==> src/rtl/rx_ring_writer.sv <==
module rx_ring_writer #(
  parameter int ADDR_W    = 32,
  parameter int BUF_BYTES = 128,
  parameter int LEN_W     = 12
) (
  input  logic              clk,
  input  logic              rst_n,
  input  logic              rx_enable,
  input  logic [ADDR_W-1:0] ring_base,
  input  logic              in_valid,
  input  logic [7:0]        in_data,
  input  logic              in_last,
  output logic              in_ready,
  output logic              mem_req,
  output logic              mem_we,
  output logic [ADDR_W-1:0] mem_addr,
  output logic [31:0]       mem_wdata,
  input  logic              mem_gnt,
  input  logic [31:0]       mem_rdata,
  output logic [2:0]        sts,
  input  logic [2:0]        sts_clr
);
  localparam int CNT_W = $clog2(BUF_BYTES) + 1;

  typedef enum logic [3:0] {
    S_OFF, S_FETCH, S_FWAIT, S_FILL, S_WDATA, S_WCTRL, S_WADDR, S_DROP, S_BLOCK
  } state_t;

  state_t             state;
  logic [ADDR_W-1:0]  ptr, buf_base;
  logic               wrap_r, sof_r, frame_on, last_r;
  logic [CNT_W-1:0]   bcnt;
  logic [LEN_W-1:0]   flen;
  logic [31:0]        word;
  logic [31:0]        ctrl_w;
  logic [CNT_W-1:0]   bm1;
  logic               accept, done_set, nobuf_set, ovr_set;

  assign in_ready  = (state == S_OFF) || (state == S_FILL) || (state == S_DROP);
  assign accept    = in_valid && in_ready;
  assign mem_req   = (state == S_FETCH) || (state == S_WDATA) ||
                     (state == S_WCTRL) || (state == S_WADDR);
  assign mem_we    = (state != S_FETCH);
  assign bm1       = bcnt - CNT_W'(1);
  assign done_set  = (state == S_WADDR) && mem_gnt && last_r;
  assign nobuf_set = (state == S_FWAIT) && mem_rdata[0];
  assign ovr_set   = nobuf_set && frame_on;

  always_comb begin
    ctrl_w = '0;
    ctrl_w[15] = last_r;
    ctrl_w[14] = sof_r;
    if (last_r) ctrl_w[LEN_W-1:0] = flen;
  end

  always_comb begin
    mem_addr  = ptr;
    mem_wdata = {buf_base[ADDR_W-1:2], wrap_r, 1'b1};
    case (state)
      S_WDATA: begin
        mem_addr  = buf_base + ADDR_W'({bm1[CNT_W-1:2], 2'b00});
        mem_wdata = word;
      end
      S_WCTRL: begin
        mem_addr  = ptr + ADDR_W'(4);
        mem_wdata = ctrl_w;
      end
      default: ;
    endcase
  end

  always_ff @(posedge clk or negedge rst_n) begin
    if (!rst_n) sts <= '0;
    else        sts <= (sts & ~sts_clr) | {ovr_set, nobuf_set, done_set};
  end

  always_ff @(posedge clk or negedge rst_n) begin
    if (!rst_n) begin
      state    <= S_OFF;
      ptr      <= '0;
      buf_base <= '0;
      wrap_r   <= 1'b0;
      sof_r    <= 1'b1;
      frame_on <= 1'b0;
      last_r   <= 1'b0;
      bcnt     <= '0;
      flen     <= '0;
      word     <= '0;
    end else if (!rx_enable) begin
      state <= S_OFF;
    end else begin
      case (state)
        S_OFF: begin
          ptr      <= ring_base;
          sof_r    <= 1'b1;
          frame_on <= 1'b0;
          last_r   <= 1'b0;
          flen     <= '0;
          state    <= S_FETCH;
        end
        S_FETCH: if (mem_gnt) state <= S_FWAIT;
        S_FWAIT: begin
          if (mem_rdata[0]) begin
            state <= frame_on ? S_DROP : S_BLOCK;
          end else begin
            buf_base <= {mem_rdata[ADDR_W-1:2], 2'b00};
            wrap_r   <= mem_rdata[1];
            bcnt     <= '0;
            word     <= '0;
            state    <= S_FILL;
          end
        end
        S_FILL: if (accept) begin
          word[8*bcnt[1:0] +: 8] <= in_data;
          bcnt     <= bcnt + CNT_W'(1);
          flen     <= flen + LEN_W'(1);
          frame_on <= 1'b1;
          last_r   <= in_last;
          if (in_last || bcnt[1:0] == 2'd3) state <= S_WDATA;
        end
        S_WDATA: if (mem_gnt) begin
          word  <= '0;
          state <= (last_r || bcnt == CNT_W'(BUF_BYTES)) ? S_WCTRL : S_FILL;
        end
        S_WCTRL: if (mem_gnt) begin
          sof_r <= 1'b0;
          state <= S_WADDR;
        end
        S_WADDR: if (mem_gnt) begin
          ptr <= wrap_r ? ring_base : ptr + ADDR_W'(8);
          if (last_r) begin
            frame_on <= 1'b0;
            last_r   <= 1'b0;
            flen     <= '0;
            sof_r    <= 1'b1;
          end
          state <= S_FETCH;
        end
        S_DROP: if (accept && in_last) begin
          frame_on <= 1'b0;
          flen     <= '0;
          sof_r    <= 1'b1;
          state    <= S_BLOCK;
        end
        S_BLOCK: if (in_valid) begin
          frame_on <= 1'b1;
          state    <= S_FETCH;
        end
        default: state <= S_OFF;
      endcase
    end
  end
endmodule

==> config.mk <==
export PLATFORM = sky130hd
export DESIGN_NAME = rx_ring_writer
export DESIGN_NICKNAME = d
export VERILOG_FILES = /design/src/rtl/rx_ring_writer.sv
export SDC_FILE = /design/constraint.sdc
export NUM_CORES = 1
export LEC_CHECK = 0
export ABC_CLOCK_PERIOD_IN_PS = 4960
export CAP_MARGIN = 20
export CELL_PAD_IN_SITES_DETAIL_PLACEMENT = 1
export CELL_PAD_IN_SITES_GLOBAL_PLACEMENT = 1
export CORE_UTILIZATION = 35
export DETAILED_ROUTE_END_ITERATION = 16
export GPL_ROUTABILITY_DRIVEN = 0
export MAX_ROUTING_LAYER = met4
export PLACE_DENSITY = 0.79
export REMOVE_ABC_BUFFERS = 1
export SLEW_MARGIN = 15
export SYNTH_ARGS = -nofsm -noshare
export SYNTH_HDL_FRONTEND = slang
export SYNTH_SLANG_ARGS = --single-unit
export TNS_END_PERCENT = 100
==> constraint.sdc <==
create_clock -name clk -period 4.96 [get_ports clk]
set_clock_uncertainty 0.05 [all_clocks]
set_input_delay 0.992 -clock clk [delete_from_list [all_inputs] [get_ports clk]]
set_output_delay 0.992 -clock clk [all_outputs]
set_load 0.05 [all_outputs]
==> run metrics, run 1 <==
Sink Count 125; ys flop type dfrtp_1; TritonRoute pass-1 iters 5; power per cell area about 700 mW/mm^2; worst r2r src state[0]; placed cell count 1469; Worst-path clk slew about 0.06 ns; Ports ~150; FF-to-FF End buf_base[5]; Final Max Slew Viols 0; Post-synth ARST share 1.00; Worst setup SP type register; crit path from bcnt[1]; Final #Nets roughly 1300; adder-cell area share of the yosys netlist 0.0234; CP peak stage delay between 0.5 and 0.6 ns; Global Route Usage Sum 0.272; initial core utilization 0.356; Layout Utilization 0.475; main combinational cell family by area after synthesis simple AND/OR/NAND/NOR gates; Synth Area in XOR/XNOR 0.0587; WL per Instance approximately 21 microns; post-synthesis simple-gate area fraction 0.264; P&R area growth vs syn 33.3%; clock buffer count from CTS 17; Worst Path Required between 3 and 4 ns; post-synthesis compound-gate area fraction 0.184; core area approximately 0.023 sq mm; Synth Register Bits roughly 130; Seq/Total Area, Yosys 0.374; CTS tree built; clk_lat worst skew approximately 0.43 ns; first-pass GRT wire length about 49000 microns; Non-Filler Instances between 1500 and 2000; Syn Area/Cell between 8 and 9 sq um; Final Hold Viols 0; Die H about 160 microns; mean number of vias per cell 5.74; final wirelength 31600 microns; most frequent cells in the layout 151 x nand2_1, 124 x dfrtp_1, 109 x clkdlybuf4s50_1; f_max between 200 and 250 MHz; RSZ-0062 raised after global routing yes; Worst-Margin Slew 0.947 ns; gate count of the mapped netlist ~1000; DR iter-0 viols between 400 and 500; crit path to mem_addr[21]; register-to-register setup slack around 1.8 ns; Via Count around 8600; number of synthesized flops with an enable pin 0; min cycle time layout roughly 4.8 ns; Syn Std Cell Area 0.00836 sq mm; mux share of post-synthesis cell area 0.0526; run status finished, final reports clean; Max clock buf depth 2; slowest CP cell or3b_2; Slew HR 0.368; CP delay by family, top simple AND/OR/NAND/NOR gates; post-DP HPWL 23500 microns; Root Driver clkbuf_16; PortBufs 150; Die Area about 0.024 sq mm; worst endpoint data arrival time between 3 and 4 ns; CP dominant cell by count ha_1; CP Cell Sequence inv_1 -> ha_1 -> or3b_2 -> xnor2_1 -> ha_1 -> o21ai_0 -> o21a_1 -> nor2_4 -> nand2_1 -> xor2_1 -> a211oi_2 -> buf_12; GRT overflow 0; Final ANT Viol Nets 0; vias in the first global route around 9000; Buf/Inv on CP 2; H-tree lvl count 4; Max Cap Viol 0; Peak supply drop between 300 and 400 uV; Unique masters post-synth 65; # setup viols final 0; DR DRC count 0; layout cells sized above 1 0.137; hold buffer count at CTS 0; instance count on the critical path 12; hold wc startpoint ptr[1]; Crit Path Max Fanout 10; min-delay worst type reg -> reg; Crit. End Element output port; static leakage 4.60 nW; Yosys Warn Count 0; final setup TNS 0 ns; reg2reg path depth 6; initial antenna violation count 1; Chip Width approximately 160 microns; most common cell after layout, fill and taps aside nand2_1; largest net degree at the start of global routing 70; Tcrit/Tclk final 0.967; critical setup path kind reg -> out; row cnt 56
worst reg2reg max path, cell delays in order, from the launching register on:
cell	delay, ns
dfrtp_1	0.60
inv_1	0.47
buf_4	0.30
nand2_1	0.14
nor3_4	0.62
buf_4	0.49
mux2_2	0.41
synth_stat cells (6+ instances only):
library cell	n	area, sq um
xor2_1	37	324
nor3_1	34	170
and3_1	14	87.6
nor2_1	94	353
and2_1	6	37.5
o21ai_0	109	546
nand2b_1	9	56.3
nand4_1	20	125
buf_2	13	65.1
xnor2_1	19	166
mux2_2	31	349
nand3_1	73	365
and4_1	8	70.1
dfrtp_1	124	3100
nor2b_1	7	43.8
o22ai_1	17	106
a21o_1	6	45.0
nand2_1	151	567
inv_1	16	60.1
a21oi_1	76	380
or3_1	9	56.3
clkbuf_1	53	199
mux2i_1	9	90.1
ha_1	14	175
o221ai_1	6	52.6
per-layer routing:
| metal | vias up | share of wire | global-route usage |
|---|---|---|---|
| li1 | 3980 | - | - |
| met1 | 4281 | 0.43 | 0.331 |
| met2 | 291 | 0.48 | 0.436 |
| met3 | 73 | 0.052 | 0.0496 |
| met4 | 0 | 0.036 | 0.131 |
| met5 | - | 0 | - |
report_power, final:
| part | leakage [nW] | switching [mW] | internal [mW] |
|---|---|---|---|
| Clock | 0.267 | 0.498 | 0.652 |
| Combinational | 2.74 | 2.91 | 1.86 |
| Sequential | 1.60 | 0.554 | 1.31 |
state kept, by name, indices dropped and copies added, names as in the netlist:
signal	cells
sts	3
flen	12
word	32
sof_r	1
buf_base	30
bcnt	8
state	4
last_r	1
ptr	32
wrap_r	1
frame_on	1
layout make-up:
type,instances,area [sq um]
antenna,1,2.50
tap,319,399
clock buffer,19,443
multi-input combinational,833,4950
inverter,16,60.1
clock inverter,13,93.8
fill,2759,12300
sequential,125,3130
timing repair buffer,176,2060
kinds of logic (layout without fill, tap and decap cells):
group,Yosys count,in the layout
multiplexers,40,40
other,0,1
flip-flops,125,125
AO/OA/AOI/OAI,264,264
AND/OR/NAND/NOR,458,458
buffers and inverters,86,224
XOR/XNOR,56,56
adder cells (fa/ha/maj),15,15
metrics by stage:
stage	hold slack [ns]	total power [mW]	cell area (sq um)	setup slack, ns
floorplan	0.387	4.47	8060	-0.0315
global placement	0.407	6.45	10500	0.190
detailed placement	0.416	6.56	10500	0.00659
CTS	0.437	7.77	11100	0.0225
global route	0.457	8.19	11100	-0.0290
finish	0.435	7.79	11100	0.163
repair_timing:
action	in CTS	in global routing
gates resized for setup	7	14
endpoints found under the setup margin	12	24
pin swaps	0	1
setup buffers	0	0
how the worst min path moves through the flow:
stage          slack, ns  endpoint  cells past startpoint
5_1_grt             0.46    ptr[0]                      2
3_3_place_gp        0.41    ptr[0]                      2
4_1_cts             0.44    ptr[1]                      2
2_1_floorplan       0.39    ptr[0]                      2
6_report            0.43    ptr[1]                      2
3_5_place_dp        0.42    ptr[1]                      2
Power figures use the tool's default switching activity.
==> run 2, diff against run 1 <==
--- a/config.mk
+++ b/config.mk
@@ -15,7 +15,7 @@
 export MAX_ROUTING_LAYER = met4
 export PLACE_DENSITY = 0.79
 export REMOVE_ABC_BUFFERS = 1
-export SLEW_MARGIN = 15
+export SLEW_MARGIN = 5
 export SYNTH_ARGS = -nofsm -noshare
 export SYNTH_HDL_FRONTEND = slang
 export SYNTH_SLANG_ARGS = --single-unit
==> results of run 2 <==
Same layout as run 1: the final DEF is identical, and so are final timing and power.
==> run 3, diff against run 2 <==
--- a/config.mk
+++ b/config.mk
@@ -13,8 +13,8 @@
 export DETAILED_ROUTE_END_ITERATION = 16
 export GPL_ROUTABILITY_DRIVEN = 0
 export MAX_ROUTING_LAYER = met4
-export PLACE_DENSITY = 0.79
-export REMOVE_ABC_BUFFERS = 1
+export PLACE_DENSITY = 0.7
+export SETUP_SLACK_MARGIN = 0.1
 export SLEW_MARGIN = 5
 export SYNTH_ARGS = -nofsm -noshare
 export SYNTH_HDL_FRONTEND = slang
==> run 3 against run 2 <==
  * Die area is the same
  * Sequential share of layout area shrank 0.058 points
  * Non-clock buffer count shrank 4
  * Sequential power is essentially flat
  * Register-to-register slack gained 0.33 ns
  * Global-route usage shrank 0.38 points
  * Clock power grew 11%
  * Design area grew 0.25%
  * Via count shrank 1.4%
  * Combinational power grew 1%
  * Largest power group unchanged
==> run metrics, run 3 (synthesis gave the netlist of run 1 again) <==
Via Count 8505 (-1.4%); Worst-path clk slew 0.07 ns (about the same); Tcrit/Tclk final 0.972 (+0.00516); Die H 157 microns (unchanged); initial antenna violation count 1 (unchanged); slowest CP cell or3b_2; biggest regs ptr x32, word x32, buf_base x30; Root Driver clkbuf_16; synthesized net count approximately 1100; PortBufs 150 (unchanged); most frequent cells in the layout 151 x nand2_1, 123 x dfrtp_1, 109 x clkdlybuf4s50_1; f_max 207 MHz (-0.53%); vias in the first global route 8355 (-7.0%); layout cells sized above 1 0.136 (-0.00135); Max clock buf depth 2 (unchanged); worst endpoint data arrival time 3.78 ns (+0.02 ns); clock buffer count from CTS 17 (unchanged); clk_lat worst skew 0.42 ns (about the same); first-pass GRT wire length 48700 microns (-0.92%); WL per Instance 20.9 microns (-0.59%); DR DRC count 0 (unchanged); CP delay by family, top simple AND/OR/NAND/NOR gates; final setup TNS 0 ns (unchanged); Global Route Usage Sum 0.268 (-0.00380); Crit. End Element output port; Worst setup SP type register; Final WS setup 0.137 ns (-0.0256 ns); post-DP HPWL 22700 microns (-3.2%); CP peak stage delay 0.49 ns (-0.02 ns); static leakage 4.61 nW (+0.16%); final wirelength 31300 microns (-0.73%); Die Area 0.0245 sq mm (unchanged); largest net degree at the start of global routing 89 (+27%); Worst Path Required 3.92 ns (about the same); Ports 151 (unchanged); power per cell area 714 mW/mm^2 (+2.0%); Chip Width 157 microns (unchanged); Sink Count 125 (unchanged); CTS tree built; most common cell after layout, fill and taps aside nand2_1; worst slack, placed 0.178 ns (+0.171 ns); row cnt 56 (unchanged); Peak supply drop 447 uV (+42%); H-tree lvl count 4 (unchanged); postcts setup bufs 0 (unchanged); Final Hold Viols 0 (unchanged); Final #Nets 1262 (-0.24%); min-delay worst type reg -> reg; # setup viols final 0 (unchanged); GRT overflow 0 (unchanged); DR iter-0 viols 531 (+16%); run status finished, final reports clean; Worst-Margin Slew 0.844 ns (-0.104 ns); Slew HR 0.436 (+0.0678); mean number of vias per cell 5.67 (-1.3%); critical setup path kind reg -> out; Final ANT Viol Nets 0 (unchanged); P&R area growth vs syn 33.6%; TritonRoute pass-1 iters 5 (unchanged); min cycle time layout 4.82 ns (+0.0256 ns); Final Max Slew Viols 0 (unchanged); register-to-register setup slack 2.09 ns (+0.33 ns); FILL cells 2762 (+0.11%); core area 0.0235 sq mm (unchanged); CP Cell Sequence inv_1 -> ha_2 -> or3b_2 -> nor3_2 -> xnor2_1 -> ha_1 -> or2_2 -> a21oi_4 -> nor2_4 -> nand2_1 -> xor2_1 -> a211oi_2 -> buf_12; Max Cap Viol 0 (unchanged); Crit Path Max Fanout 6 (-4); RSZ-0062 raised after global routing yes; Buf/Inv on CP 2 (unchanged); initial core utilization 0.356 (unchanged)
[run 3: cell count changes in the layout (fill, tap and decap cells not counted), sizes merged]
cell / previous run / this run
buf: 67 / 63
clkinv: 10 / 3
diode: 1 / 2
clkinvlp: 1 / 2
clkbuf: 19 / 18
nor2: 94 / 95
bufinv: 0 / 1
inv: 18 / 24
[run 3: layer usage]
metal  up-vias  GRT usage  wire length (microns)
met5         -          -                      0
met1      4234      0.368                  14800
met4         0     0.0668                    487
met2       254      0.412                  14600
met3        30     0.0424                   1480
li1       3987          -                      -
[run 3: final timing paths]
| kind | start | end | depth (start not counted) |
|---|---|---|---|
| worst max-delay path | bcnt[1] | mem_addr[21] | 13 |
| worst min-delay path | ptr[0] | ptr[0] | 2 |
| worst max register to register | state[1] | ptr[26] | 5 |
| worst min register to register | ptr[0] | ptr[0] | 2 |
| max in group asynchronous | rst_n | bcnt[1] | 2 |
| min in group asynchronous | rst_n | ptr[3] | 1 |
[run 3: through the flow]
stage / util / hold slack, ns / instance area (sq um) / cells / total power [mW]
after floorplan: - / 0.387 / 8360 / 1044 / 4.57
after global placement: 0.448 / 0.402 / 10500 / 1465 / 6.48
after detailed placement: 0.448 / 0.411 / 10500 / 1465 / 6.55
after CTS: 0.474 / 0.429 / 11100 / 1497 / 7.91
after global routing: 0.476 / 0.450 / 11200 / 1499 / 8.36
final: 0.476 / 0.422 / 11200 / 1500 / 7.97
[run 3: layout make-up]
cell class | count | area [sq um] | share of cell area
Antenna cell | 2 | 5.00 | 0.000448
Clock buffer | 18 | 439 | 0.0393
Clock inverter | 14 | 148 | 0.0132
Inverter | 16 | 60.1 | 0.00538
Multi-Input combinational cell | 834 | 4960 | 0.444
Sequential cell | 125 | 3130 | 0.280
Tap cell | 319 | 399 | 0.0357
Timing Repair Buffer | 172 | 2030 | 0.182
[run 3: power by group]
part / switching (mW) / leakage (nW) / internal (mW)
Combinational: 2.96 / 2.73 / 1.87
Sequential: 0.545 / 1.59 / 1.31
Clock: 0.561 / 0.284 / 0.722
Total: 4.07 / 4.61 / 3.90
[run 3: worst reg2reg max path: stages (launching register included)]
cell and delay, ns:
dfrtp_1 0.80, nand4bb_1 0.40, nor2_4 0.76, nor2_1 0.34
a311oi_1 0.33, nor3_1 0.08
[run 3: timing repair]
| action | CTS | global route |
|---|---|---|
| hold buffers | 0 | 0 |
| setup endpoints to repair | 11 | 21 |
| resized for setup | 6 | 8 |
| pin swaps | 1 | 2 |
| cloned | 0 | 1 |
